$ cat config.mk
export PLATFORM = sky130hd
export DESIGN_NAME = mesi_line_ctrl
export DESIGN_NICKNAME = d
export VERILOG_FILES = /design/src/rtl/mesi_pkg.sv /design/src/rtl/mesi_snoop_eval.sv /design/src/rtl/mesi_proc_eval.sv /design/src/rtl/mesi_line_ctrl.sv
export SDC_FILE = /design/constraint.sdc
export NUM_CORES = 1
export LEC_CHECK = 0
export ABC_AREA = 0
export BUFFER_PORTS_ARGS = -buffer_cell sky130_fd_sc_hd__buf_2
export CAP_MARGIN = 20
export CORE_MARGIN = 2
export CORE_UTILIZATION = 47
export DETAILED_ROUTE_END_ITERATION = 10
export PLACE_DENSITY_LB_ADDON = 0.05
export SLEW_MARGIN = 0
export SYNTH_ARGS = -nofsm -noshare
export SYNTH_HDL_FRONTEND = slang
export SYNTH_SLANG_ARGS = --single-unit
export TNS_END_PERCENT = 30
$ cat constraint.sdc
create_clock -name clk -period 3 [get_ports clk]
set_input_delay 0.45 -clock clk [delete_from_list [all_inputs] [get_ports clk]]
set_output_delay 0.45 -clock clk [all_outputs]
set_load 0.01 [all_outputs]
$ cat src/rtl/mesi_pkg.sv
package mesi_pkg;

    typedef enum logic [2:0] {
        ST_I  = 3'd0,
        ST_S  = 3'd1,
        ST_E  = 3'd2,
        ST_M  = 3'd3,
        ST_IS = 3'd4,
        ST_IM = 3'd5,
        ST_SM = 3'd6
    } line_st_e;

    typedef enum logic [1:0] {
        CMD_NONE = 2'd0,
        CMD_RD   = 2'd1,
        CMD_RDX  = 2'd2,
        CMD_UPGR = 2'd3
    } bus_cmd_e;

    typedef enum logic [1:0] {
        PH_IDLE = 2'd0,
        PH_REQ  = 2'd1,
        PH_CMD  = 2'd2,
        PH_DATA = 2'd3
    } bus_ph_e;

    function automatic logic is_transient(line_st_e s);
        return s[2];
    endfunction

    // The command waiting on the bus is implied by the transient state.
    function automatic bus_cmd_e pending_cmd(line_st_e s);
        case (s)
            ST_IS:   return CMD_RD;
            ST_IM:   return CMD_RDX;
            ST_SM:   return CMD_UPGR;
            default: return CMD_NONE;
        endcase
    endfunction

endpackage

$ cat src/rtl/mesi_snoop_eval.sv
module mesi_snoop_eval
    import mesi_pkg::*;
(
    input  line_st_e st,
    input  logic     hit,
    input  bus_cmd_e cmd,
    output line_st_e st_nxt,
    output logic     shared,
    output logic     dirty
);
    always_comb begin
        st_nxt = st;
        shared = 1'b0;
        dirty  = 1'b0;
        if (hit) begin
            case (st)
                ST_S, ST_E, ST_M: begin
                    shared = 1'b1;
                    dirty  = (st == ST_M) && (cmd == CMD_RD || cmd == CMD_RDX);
                    if (cmd == CMD_RD)
                        st_nxt = ST_S;
                    else if (cmd == CMD_RDX || cmd == CMD_UPGR)
                        st_nxt = ST_I;
                end
                ST_SM: begin
                    shared = 1'b1;
                    // Another writer won the bus: our copy is gone.
                    if (cmd == CMD_RDX || cmd == CMD_UPGR)
                        st_nxt = ST_IM;
                end
                default: ;
            endcase
        end
    end
endmodule

$ cat src/rtl/mesi_proc_eval.sv
module mesi_proc_eval
    import mesi_pkg::*;
(
    input  line_st_e st,
    input  logic     valid,
    input  logic     write,
    output line_st_e st_nxt,
    output logic     hit
);
    always_comb begin
        st_nxt = st;
        hit    = 1'b0;
        if (valid) begin
            case (st)
                ST_I: st_nxt = write ? ST_IM : ST_IS;
                ST_S: begin
                    if (write) st_nxt = ST_SM;
                    else       hit    = 1'b1;
                end
                ST_E: begin
                    hit = 1'b1;
                    if (write) st_nxt = ST_M;
                end
                ST_M:    hit = 1'b1;
                default: ;
            endcase
        end
    end
endmodule

$ cat src/rtl/mesi_line_ctrl.sv
module mesi_line_ctrl
    import mesi_pkg::*;
#(
    parameter int ADDR_W = 8
) (
    input  logic              clk,
    input  logic              rst_n,
    input  logic [ADDR_W-1:0] line_addr,
    input  logic              proc_valid,
    input  logic              proc_write,
    output logic              proc_ready,
    output logic              proc_done,
    output logic              bus_req,
    input  logic              bus_gnt,
    output logic              bus_cmd_valid,
    output logic [1:0]        bus_cmd,
    output logic [ADDR_W-1:0] bus_addr,
    input  logic              bus_ack,
    input  logic              bus_shared_in,
    input  logic              bus_data,
    input  logic              snp_valid,
    input  logic [1:0]        snp_cmd,
    input  logic [ADDR_W-1:0] snp_addr,
    output logic              snp_shared,
    output logic              snp_dirty,
    output logic [2:0]        line_state
);
    typedef struct packed {
        line_st_e proc_st;
        line_st_e bus_st;
        bus_ph_e  ph;
        logic     shr;
        logic     done;
    } ctrl_t;

    localparam ctrl_t CTRL_RST = '{proc_st: ST_I, bus_st: ST_I, ph: PH_IDLE,
                                   shr: 1'b0, done: 1'b0};

    ctrl_t    ctrl_d, ctrl_q;
    logic     snp_hit;
    line_st_e snp_nxt, base_st, prc_nxt;
    logic     prc_hit;
    logic     prc_take;

    // Shared and exposed to the checker.
    line_st_e proc_tag_st, bus_tag_st;
    assign proc_tag_st = ctrl_q.proc_st;
    assign bus_tag_st  = ctrl_q.bus_st;

    // Snoops are only meaningful while another master can own the bus.
    assign snp_hit = snp_valid && (snp_addr == line_addr)
                     && (ctrl_q.ph == PH_IDLE || ctrl_q.ph == PH_REQ);

    mesi_snoop_eval u_snoop (
        .st     (ctrl_q.bus_st),
        .hit    (snp_hit),
        .cmd    (bus_cmd_e'(snp_cmd)),
        .st_nxt (snp_nxt),
        .shared (snp_shared),
        .dirty  (snp_dirty)
    );

    // Snoop result takes effect before the processor request.
    assign base_st  = snp_hit ? snp_nxt : ctrl_q.proc_st;
    assign prc_take = proc_valid && (ctrl_q.ph == PH_IDLE);

    mesi_proc_eval u_proc (
        .st     (base_st),
        .valid  (prc_take),
        .write  (proc_write),
        .st_nxt (prc_nxt),
        .hit    (prc_hit)
    );

    always_comb begin
        line_st_e work_st;
        ctrl_d      = ctrl_q;
        ctrl_d.done = 1'b0;
        work_st     = prc_nxt;
        case (ctrl_q.ph)
            PH_IDLE: begin
                if (prc_hit) ctrl_d.done = 1'b1;
                if (is_transient(prc_nxt)) ctrl_d.ph = PH_REQ;
            end
            PH_REQ: begin
                if (bus_gnt) ctrl_d.ph = PH_CMD;
            end
            PH_CMD: begin
                if (bus_ack) begin
                    if (ctrl_q.proc_st == ST_SM) begin
                        work_st     = ST_M;
                        ctrl_d.done = 1'b1;
                        ctrl_d.ph   = PH_IDLE;
                    end else begin
                        ctrl_d.shr = bus_shared_in;
                        ctrl_d.ph  = PH_DATA;
                    end
                end
            end
            PH_DATA: begin
                if (bus_data) begin
                    if (ctrl_q.proc_st == ST_IS)
                        work_st = ctrl_q.shr ? ST_S : ST_E;
                    else
                        work_st = ST_M;
                    ctrl_d.done = 1'b1;
                    ctrl_d.ph   = PH_IDLE;
                end
            end
            default: ctrl_d.ph = PH_IDLE;
        endcase
        ctrl_d.proc_st = work_st;
        ctrl_d.bus_st  = work_st;
    end

    always_ff @(posedge clk) begin
        if (!rst_n) ctrl_q <= CTRL_RST;
        else        ctrl_q <= ctrl_d;
    end

    assign proc_ready    = (ctrl_q.ph == PH_IDLE);
    assign proc_done     = ctrl_q.done;
    assign bus_req       = (ctrl_q.ph == PH_REQ);
    assign bus_cmd_valid = (ctrl_q.ph == PH_CMD);
    assign bus_cmd       = bus_cmd_valid ? 2'(pending_cmd(ctrl_q.proc_st)) : 2'd0;
    assign bus_addr      = bus_cmd_valid ? line_addr : '0;
    assign line_state    = 3'(ctrl_q.proc_st);

endmodule

Word-level counts from Yosys, hierarchy flattened. Cells that the tools add are included. W data, S select, Z words.

Flip-flop bits (word level): 7. Input bits: 27. Output and inout bits: 19. Logic and storage cells: 76.

Equal/unequal tests: 20. Multiplexer cells: 37. Bitwise operators: 1. Reductions and logical operators: 14.

Operators by type and width (number): $mux W3 (10); $mux W2 (7); $eq A3 B2 Y1 const B (4); $pmux W3 S2 (2); $mux W1 (11); $eq A3 B3 Y1 const B (3); $pmux W3 S3 (1); $eq A2 B2 Y1 const B (4); $eq A8 B8 Y1 (1); $mux W8 (1); $pmux W2 S4 (1); $eq A3 B1 Y1 const B (2); $ne A2 B1 Y1 const B (3); $pmux W2 S3 (1); $eq A2 B1 Y1 const B (2); $logic_and A1 B1 Y1 (4); $mux W4 (1); $reduce_and A4 Y1 (1); $reduce_or A4 Y1 (1); $logic_not A3 Y1 (1); $logic_or A1 B1 Y1 (3); $pmux W1 S3 (1); $reduce_and A3 Y1 (1); $reduce_or A3 Y1 (1); 5 further kinds (5).

Depth between registers and ports, before layout. Gate-level depths: netlist of the first run.

Depth in word-level cells: 12. Gate-level depth with buffers: 7. Mapped depth without buffers: 7.

Hierarchy. From an unflattened synthesis of the first run, not the netlist that was laid out.

Cell total of the unflattened synthesis: 102. Area, all modules: 817.0 um^2.

Modules (own cells, without submodules): mesi_line_ctrl (times used 1, cells an instance 72, area an instance 623.1 um^2, seq. area each 140.1 um^2); mesi_snoop_eval (times used 1, cells an instance 20, area an instance 131.4 um^2, seq. area each 0.0 um^2); mesi_proc_eval (times used 1, cells an instance 10, area an instance 62.6 um^2, seq. area each 0.0 um^2).

Worst setup path before layout of the first run. Ideal clock, no wire load.

Kind: in2out. From: in snp_addr[6]. To: out snp_dirty. Arrival time: 1.612 ns. Data required time: 2.550 ns. Setup slack: 0.938 ns. Stages: 4. Path buffers: 0. Cells stage by stage: xnor2_1 -> nand4_2 -> or3_1 -> nor4_1.

Cells in the longest elaborated chain, start to end: 4.

RTL lines: start, declared (line mesi_line_ctrl.sv:23) `input logic [ADDR_W-1:0] snp_addr,`; $eq A8 B8 Y1 (line mesi_line_ctrl.sv:51) `assign snp_hit = snp_valid && (snp_addr == line_addr)`; $logic_and A1 B1 Y1 (line mesi_line_ctrl.sv:51); $logic_and A1 B1 Y1 (line mesi_line_ctrl.sv:52) `&& (ctrl_q.ph == PH_IDLE || ctrl_q.ph == PH_REQ);`; $mux W1 (line mesi_snoop_eval.sv:15) `if (hit) begin`; end, declared (line mesi_line_ctrl.sv:25) `output logic snp_dirty,`.

Every way passes these cells.

Worst setup path after layout of the first run. Same ends and word-level chain as after synthesis.

==> results of run 1 <==
cells in the mapped netlist (2+ instances only):
| cell type | instances |
|---|---|
| nand2_1 | 10 |
| inv_1 | 8 |
| and2_1 | 7 |
| dfxtp_1 | 7 |
| xnor2_1 | 7 |
| nor2_1 | 6 |
| clkbuf_1 | 5 |
| a21oi_1 | 4 |
| nor2b_1 | 4 |
| and3_1 | 3 |
| buf_4 | 3 |
| ha_1 | 3 |
| nor3_1 | 3 |
| a211oi_1 | 2 |
| nor4_1 | 2 |
| o211ai_1 | 2 |
| o41ai_2 | 2 |
per-stage QoR:
stage,hold WS [ps],cell area (µm²),utilization
floorplan,489,845,-
global placement,508,1050,0.618
detailed placement,558,1050,0.618
CTS,457,1080,0.633
global route,453,1080,0.633
finish,445,1080,0.633
sequential cells by signal (all words and copies together) (netlist names):
signal and count:
bus_tag_st 3, proc_done 1, ctrl_q 3
cells by family after synthesis:
| family | after synthesis | synth area share |
|---|---|---|
| simple gates | 45 | 0.314 |
| flops | 7 | 0.166 |
| fa+ha+maj | 3 | 0.0444 |
| mux | 1 | 0.0119 |
| buf+inv | 17 | 0.0904 |
| xor+xnor | 9 | 0.102 |
| compound gates | 26 | 0.271 |
metal layers:
| layer | routed length (µm) | global-route usage | vias up | part of all wire |
|---|---|---|---|---|
| met1 | 873 | 0.225 | 423 | 0.41 |
| met3 | 150 | 0.0157 | 5 | 0.070 |
| li1 | - | - | 466 | - |
| met5 | 0 | 0 | - | 0 |
| met4 | 27 | 0.0857 | 0 | 0.013 |
| met2 | 1080 | 0.389 | 35 | 0.51 |
critical path, delay by kind of cell:
family / cells / cell delay [ps]
xor gates and xnor gates: 1 / 190
buffers and inverters: 2 / 290
and+or+nand+nor: 3 / 940
placed cells by master (no fill, tap or decap), types with 2 or more instances in the layout:
cell type,count
a211oi_1,2
a21oi_1,4
and2_1,7
and3_1,3
buf_2,45
clkbuf_4,3
dfxtp_1,7
ha_1,3
inv_1,8
nand2_1,10
nor2_1,6
nor2b_1,4
nor3_1,3
nor4_1,2
o211ai_1,2
o41ai_2,2
xnor2_1,7
area by class of cell:
type                       instances  area, µm²
sequential                         7        140
timing repair buffer              45        225
fill                             158        627
clock buffer                       4       26.3
multi-input combinational         84        628
inverter                           8       30.0
tap                               25       31.3
power groups by stage:
stage / sequential (W) / combinational, W / clock, W
final: 0.000134 / 0.000178 / 0.0000884
after global routing: 0.000139 / 0.000197 / 0.0000931
after CTS: 0.000134 / 0.000178 / 0.0000862
after detailed placement: 0.000136 / 0.000177 / 0
after global placement: 0.000135 / 0.000171 / 0
after floorplan: 0.000112 / 0.000147 / 0
worst min path at each step:
stage / endpoint / startpoint / slack, ps / depth (start not counted)
after floorplan: ctrl_q[1] / ctrl_q[1] / 490 / 2
after global placement: ctrl_q[1] / ctrl_q[1] / 510 / 2
after detailed placement: ctrl_q[1] / ctrl_q[1] / 560 / 2
after CTS: proc_done / rst_n / 460 / 2
after global routing: proc_done / rst_n / 450 / 2
final: ctrl_q[1] / bus_shared_in / 440 / 3
==> flow_metrics.tcl, run 1 <==
set metrics [dict create \
    outcome "finished, final reports clean" \
    crit_top_cell "buf_2" \
    detail_route.drc_violations 0 \
    synth_area_leaders "dfxtp_1 (17%), xnor2_1 (7.3%), and2_1 (5.2%)" \
    slew_headroom 0.581 \
    ioPinCount 46 \
    diodes 0 \
    path_max_fanout 5 \
    seqPwrFrac 0.335 \
    synth-edff-count 0 \
    grt_pass1_wl_mm 3.19 \
    start_kind "input port" \
    die_y_um 46.4 \
    synth_flop_cell "dfxtp_1" \
    ff2ff_setup_slack_ps 1200 \
    routed_via_density 5.37 \
    drt_iter0_drc 24 \
    cts_hold_buffers 0 \
    ys_async_sr_fraction 0 \
    p_sw_w 0.000164 \
    slew_viol_final 0 \
    path_clk_slew_ps 50 \
    track_usage 0.204 \
    synth_largest_area_cell "dfxtp_1" \
    drive_gt1_frac 0.392 \
    fmax_mhz 429 \
    clock-sinks 7 \
    path_cells "buf_2 > xnor2_1 > nand4_2 > or3_1 > nor4_1 > buf_2" \
    grt_pass1_vias 798 \
    clock_latency_ps 260 \
    dp_hpwl_mm 1.76 \
    cap_violations 0 \
    num_vias 929 \
    die-area_mm2 0.00215 \
    cellLeakagePower_nw 0.554 \
    syn_area_um2 845 \
    ant_nets 0 \
    crit_start "snp_addr[6]" \
    cts_setup_buffers 0 \
    synth_fp_nets 138 \
    reg2reg_from "bus_tag_st[1]" \
    gp_congestion 0.773 \
    grt_overflow_total 0 \
    crit_path_end "snp_dirty" \
    worstMarginPinSlew_ps 621 \
    fin_ws_ps 667 \
    finalCritPeriodShare 0.778 \
    layoutNonFillerInstCount 173 \
    antenna_found_initial 0 \
    syn_inst 108 \
    power_frac_comb 0.445 \
    critPathKind "in2out" \
    ys_seq_area_frac 0.166 \
    vdd_drop_max_v 0.000343 \
    dp.cells 169 \
    core_mm2 0.00171 \
    dieWidth_um 46.4 \
    power_density_mw_per_mm2 371 \
    hold_viol 0 \
    synth.top_cell.area_share 0.166 \
    clock_tree.buffer_depth 2 \
    drt-pass1-iter-count 4 \
    rsz0062_at_grt "false" \
    io_buffers 45 \
    fin_nets 179 \
    post_cts_resized 0 \
    ys_types 47 \
    clockPowerShare 0.220 \
    grt_max_degree 14 \
    p_total_w 0.000401 \
    setup_tns_ps 0 \
    ff2ff_path_depth 5 \
    cpPeakStageDelay_ps 440 \
    cts_buffers 3 \
    cts_tree "built" \
    areaGrowthSynthToFinish_pct 28.0 \
    cpMaxStageDelayCell "or3_1" \
    postSynthAreaPerCell_um2 7.82 \
    finalSetupViolations 0 \
    internal_power_w 0.000237 \
    routed_wl_mm 2.13 \
    reg2reg_to "ctrl_q[2]" \
    cts_htree_levels 1 \
    rows 15 \
    root_buffer "clkbuf_4" \
    place_ws_ps 698 \
    start_util 0.495 \
    fin_crit_ps 2330 \
    finClkSkew_ps 3.53 \
    yosys_warnings 0 \
    avgRoutedWirePerCell_um 12.3 \
    ys_ff_latch 7 \
    cp.required_ps 2550 \
    switching_share 0.408 \
    end_kind "output pin" \
    worstHoldPathType "in2reg" \
    arrival_ps 1880 \
]
No activity file was read; power rests on OpenSTA's default activity.
==> inputs of run 2 (changes only) <==
CORE_UTILIZATION = 44   (was 47)
clock period = 2.2 ns   (was 3 ns; I/O delays follow)
==> run 2 against run 1 <==
Final cell count rose by 1.2%. Flip-flop and latch count did not move. Sequential share of layout area fell by 0.18 points. Clock-buffer cell count did not move. Design area rose by 1.4%. Register-to-register slack got worse by 780 ps. Clock skew barely moved. Core utilization fell by 1.2 points. Setup slack got worse by 480 ps. Largest power group unchanged.
==> flow_metrics.tcl, run 2 (same netlist as run 1, synthesis figures left out) <==
set metrics [dict create \
    rows 15 \
    worstMarginPinSlew_ps 457 \
    dp_hpwl_mm 1.69 \
    cellLeakagePower_nw 0.563 \
    finalCritPeriodShare 0.915 \
    cp.required_ps 1870 \
    gp_congestion 0.781 \
    fin_crit_ps 2010 \
    routed_wl_mm 2.10 \
    crit_path_end "snp_dirty" \
    die-area_mm2 0.00229 \
    drt-pass1-iter-count 4 \
    avgRoutedWirePerCell_um 12.0 \
    outcome "finished, final reports clean" \
    core_mm2 0.00176 \
    drt_iter0_drc 12 \
    drive_gt1_frac 0.400 \
    hold_viol 0 \
    cts_setup_buffers 0 \
    die_y_um 47.8 \
    final_cell_mix "buf_2 (45), nand2_1 (10), inv_1 (8)" \
    post_cts_resized 0 \
    areaGrowthSynthToFinish_pct 29.8 \
    diodes 0 \
    worstHoldPathType "in2reg" \
    fin_nets 181 \
    stdcell_area_mm2 0.00110 \
    slew_headroom 0.692 \
    fmax_mhz 497 \
    cts_tree "built" \
    grt_overflow_total 0 \
    path_max_fanout 12 \
    track_usage 0.182 \
    detail_route.drc_violations 0 \
    critPathKind "reg2out" \
    num_vias 943 \
    rsz0062_at_grt "false" \
    internal_power_w 0.000327 \
    cap_violations 0 \
    layout_commonest_cell "buf_2" \
    ff2ff_path_depth 5 \
    clock_latency_ps 260 \
    clockPowerShare 0.219 \
    arrival_ps 1680 \
    cts_buffers 3 \
    grt_pass1_wl_mm 2.97 \
    clock-sinks 7 \
    power_frac_comb 0.444 \
    root_buffer "clkbuf_4" \
    cts_hold_buffers 0 \
    ff2ff_setup_slack_ps 420 \
    ioPinCount 46 \
    crit_start "ctrl_q[3]" \
    power_density_mw_per_mm2 500 \
    reg2reg_to "ctrl_q[2]" \
    ant_nets 0 \
    setup_tns_ps 0 \
    reg2reg_from "bus_tag_st[1]" \
    routed_via_density 5.39 \
    fillerInstances 185 \
    start_kind "flip-flop" \
    io_buffers 45 \
    finClkSkew_ps 3.67 \
    grt_pass1_vias 770 \
    p_sw_w 0.000221 \
    slew_viol_final 0 \
    placed_area_mm2 0.00107 \
    cts_htree_levels 1 \
    grt_max_degree 14 \
    switching_share 0.403 \
    seqPwrFrac 0.337 \
    path_clk_slew_ps 50 \
    antenna_found_initial 0 \
    start_util 0.479 \
    dieWidth_um 47.8 \
    end_kind "output pin" \
    finalSetupViolations 0 \
    clock_tree.buffer_depth 2 \
    vdd_drop_max_v 0.000345 \
]
## run 2: cell types whose count changed in the layout (fill, tap and decap cells not counted)
cell / previous run / this run
buf_4: 0 / 2
## run 2: power groups by stage
stage	Combinational, W	Sequential [W]	Clock, W
CTS	0.000245	0.000183	0.000125
global route	0.000271	0.000188	0.000126
finish	0.000243	0.000185	0.000120
global placement	0.000239	0.000184	0
detailed placement	0.000243	0.000186	0
floorplan	0.000200	0.000153	0
## run 2: layout make-up
class	count	area, µm²	area share
multi-input combinational	84	628	0.573
timing repair buffer	47	240	0.219
sequential	7	140	0.128
tap	25	31.3	0.0285
inverter	8	30.0	0.0274
clock buffer	4	26.3	0.0240
## run 2: per-stage QoR
| step | setup slack (ps) | hold slack [ps] | power (W) | std cells | util |
|---|---|---|---|---|---|
| floorplan | 378 | 463 | 0.000354 | 108 | - |
| global placement | 230 | 511 | 0.000424 | 171 | 0.606 |
| detailed placement | 205 | 526 | 0.000429 | 171 | 0.606 |
| CTS | 197 | 311 | 0.000552 | 175 | 0.621 |
| global route | 114 | 330 | 0.000585 | 175 | 0.621 |
| finish | 187 | 325 | 0.000548 | 175 | 0.621 |
## run 2: worst min path at each step
| stage | slack [ps] | cells after the start | startpoint | endpoint |
|---|---|---|---|---|
| finish | 330 | 3 | bus_shared_in | ctrl_q[1] |
| global placement | 510 | 2 | ctrl_q[1] | ctrl_q[1] |
| global route | 330 | 2 | rst_n | proc_done |
| CTS | 310 | 3 | bus_shared_in | ctrl_q[1] |
| detailed placement | 530 | 2 | ctrl_q[1] | ctrl_q[1] |
| floorplan | 460 | 1 | rst_n | proc_done |
## run 2: worst max-delay path, cell delays in order, from the launching register on
cell,delay [ps]
dfxtp_1,410
nand3b_4,230
or3_1,370
nor4_1,240
buf_2,170
## run 2: per-layer routing
layer	global-route usage	up-vias	wire (µm)
met5	0	-	0
li1	-	470	-
met2	0.328	39	942
met3	0.0189	5	183
met4	0.0973	0	46
met1	0.208	429	931
==> inputs of run 3 (changes only) <==
GPL_TIMING_DRIVEN = 0   (was not set)
==> run 3 against run 2 <==
Final cell count up 4.0%. First-iteration DRC count is the same. Combinational power rose by 20%. Setup slack lost 4.8 ps. Clock skew down 2.4 ps. Clock power about the same. Core utilization rose by 1.8 points. Via count shrank 0.21%. Non-clock buffer count increased by 7. Highest routed layer unchanged.
==> flow_metrics.tcl, run 3 (same netlist as run 1, synthesis figures left out) <==
set metrics [dict create \
    cpLargestDelayFamily "simple AND/OR/NAND/NOR gates" \
    rsz0062_at_grt "false" \
    drt_iter0_drc 12 \
    holdPathStages 3 \
    layout_commonest_cell "buf_2" \
    cts_buffers 3 \
    dp_hpwl_mm 1.73 \
    finClkSkew_ps 1.26 \
    final_cell_mix "buf_2 (46), nand2_1 (10), inv_1 (8)" \
    finalCritPeriodShare 0.917 \
    grt_max_degree 11 \
    avgRoutedWirePerCell_um 11.5 \
    areaGrowthSynthToFinish_pct 33.6 \
    finalSetupViolations 0 \
    cpPeakStageDelay_ps 440 \
    path_clk_slew_ps 50 \
    path_max_fanout 5 \
    whs_ps 323 \
    detail_route.drc_violations 0 \
    arrival_ps 1690 \
    antenna_found_initial 0 \
    critPathKind "in2out" \
    crit_top_cell "buf_2" \
    place_ws_ps 127 \
    grt_pass1_vias 746 \
    cts_tree "built" \
    routed_via_density 5.17 \
    final_util 0.640 \
    cellLeakagePower_nw 0.584 \
    drive_gt1_frac 0.401 \
    hold_viol 0 \
    outcome "finished, final reports clean" \
    die_y_um 47.8 \
    ff2ff_path_depth 6 \
    cts_htree_levels 1 \
    clock-sinks 7 \
    drt-pass1-iter-count 5 \
    critPathBufInv 2 \
    cp.required_ps 1870 \
    grt_pass1_wl_mm 2.94 \
    core_mm2 0.00176 \
    cap_violations 0 \
    slew_viol_final 0 \
    cpMaxStageDelayCell "or3_1" \
    fmax_mhz 496 \
    fin_ws_ps 182 \
    dieWidth_um 47.8 \
    io_buffers 45 \
    ant_nets 0 \
    diodes 0 \
    start_kind "input port" \
    grt_overflow_total 0 \
    setup_tns_ps 0 \
    p_total_w 0.000562 \
    worstMarginPinSlew_ps 637 \
    routed_wl_mm 2.09 \
    gp_congestion 0.850 \
    die-area_mm2 0.00229 \
    path_cells "buf_2 > xnor2_1 > nand4_2 > or3_1 > nor4_1 > buf_2" \
    ioPinCount 46 \
    root_buffer "clkbuf_4" \
    power_density_mw_per_mm2 498 \
    vdd_drop_max_v 0.000421 \
    end_kind "output pin" \
    cts_hold_buffers 0 \
    track_usage 0.181 \
    start_util 0.479 \
    clock_latency_ps 250 \
    worstHoldPathType "in2reg" \
    rows 15 \
    worst-path-stages 6 \
    clock_tree.buffer_depth 2 \
    fin_nets 188 \
    fin_crit_ps 2020 \
    num_vias 941 \
    slew_headroom 0.571 \
]
[run 3: cell types whose count changed in the layout (fill, tap and decap cells not counted)]
cell      before  now
clkbuf_2       0    1
clkbuf_1       1    5
buf_2         45   46
buf_4          2    3
[run 3: worst min-delay path: cells and delay by family]
kind	cells	cell delay (ps)
buffers and inverters	1	80
muxes	1	50
and+or+nand+nor	1	80
[run 3: layout make-up]
cell class	instances	area (µm²)
sequential	7	140
timing repair buffer	45	225
buffer	9	47.5
tap	25	31.3
clock buffer	4	26.3
fill	171	636
multi-input combinational	84	628
inverter	8	30.0
[run 3: worst paths after layout]
check / from / endpoint / slack [ps]
worst max register to register: bus_tag_st[0] / bus_tag_st[1] / 360
worst max-delay path: line_addr[1] / snp_dirty / 180
worst min register to register: bus_tag_st[2] / bus_tag_st[2] / 550
worst min-delay path: bus_shared_in / ctrl_q[1] / 320
[run 3: stage by stage]
step,area (µm²),std cells
after global placement,1100,178
after detailed placement,1100,178
final,1130,182
after CTS,1130,182
after global routing,1130,182
after floorplan,845,108
[run 3: per-layer routing]
metal  track usage  wire length [µm]
met1         0.211               895
met5             0                 0
met4        0.0811                19
met3        0.0151               209
met2         0.331               968
[run 3: power breakdown]
part	switching, W	internal [W]
registers	0.00000901	0.000143
logic	0.000165	0.000126
clock network	0.0000488	0.0000693
total	0.000223	0.000339
[run 3: repair_timing]
action / in CTS / in global routing
buffers inserted: 0 / 0
resized for setup: 0 / 2
endpoints found under the setup margin: 0 / 9
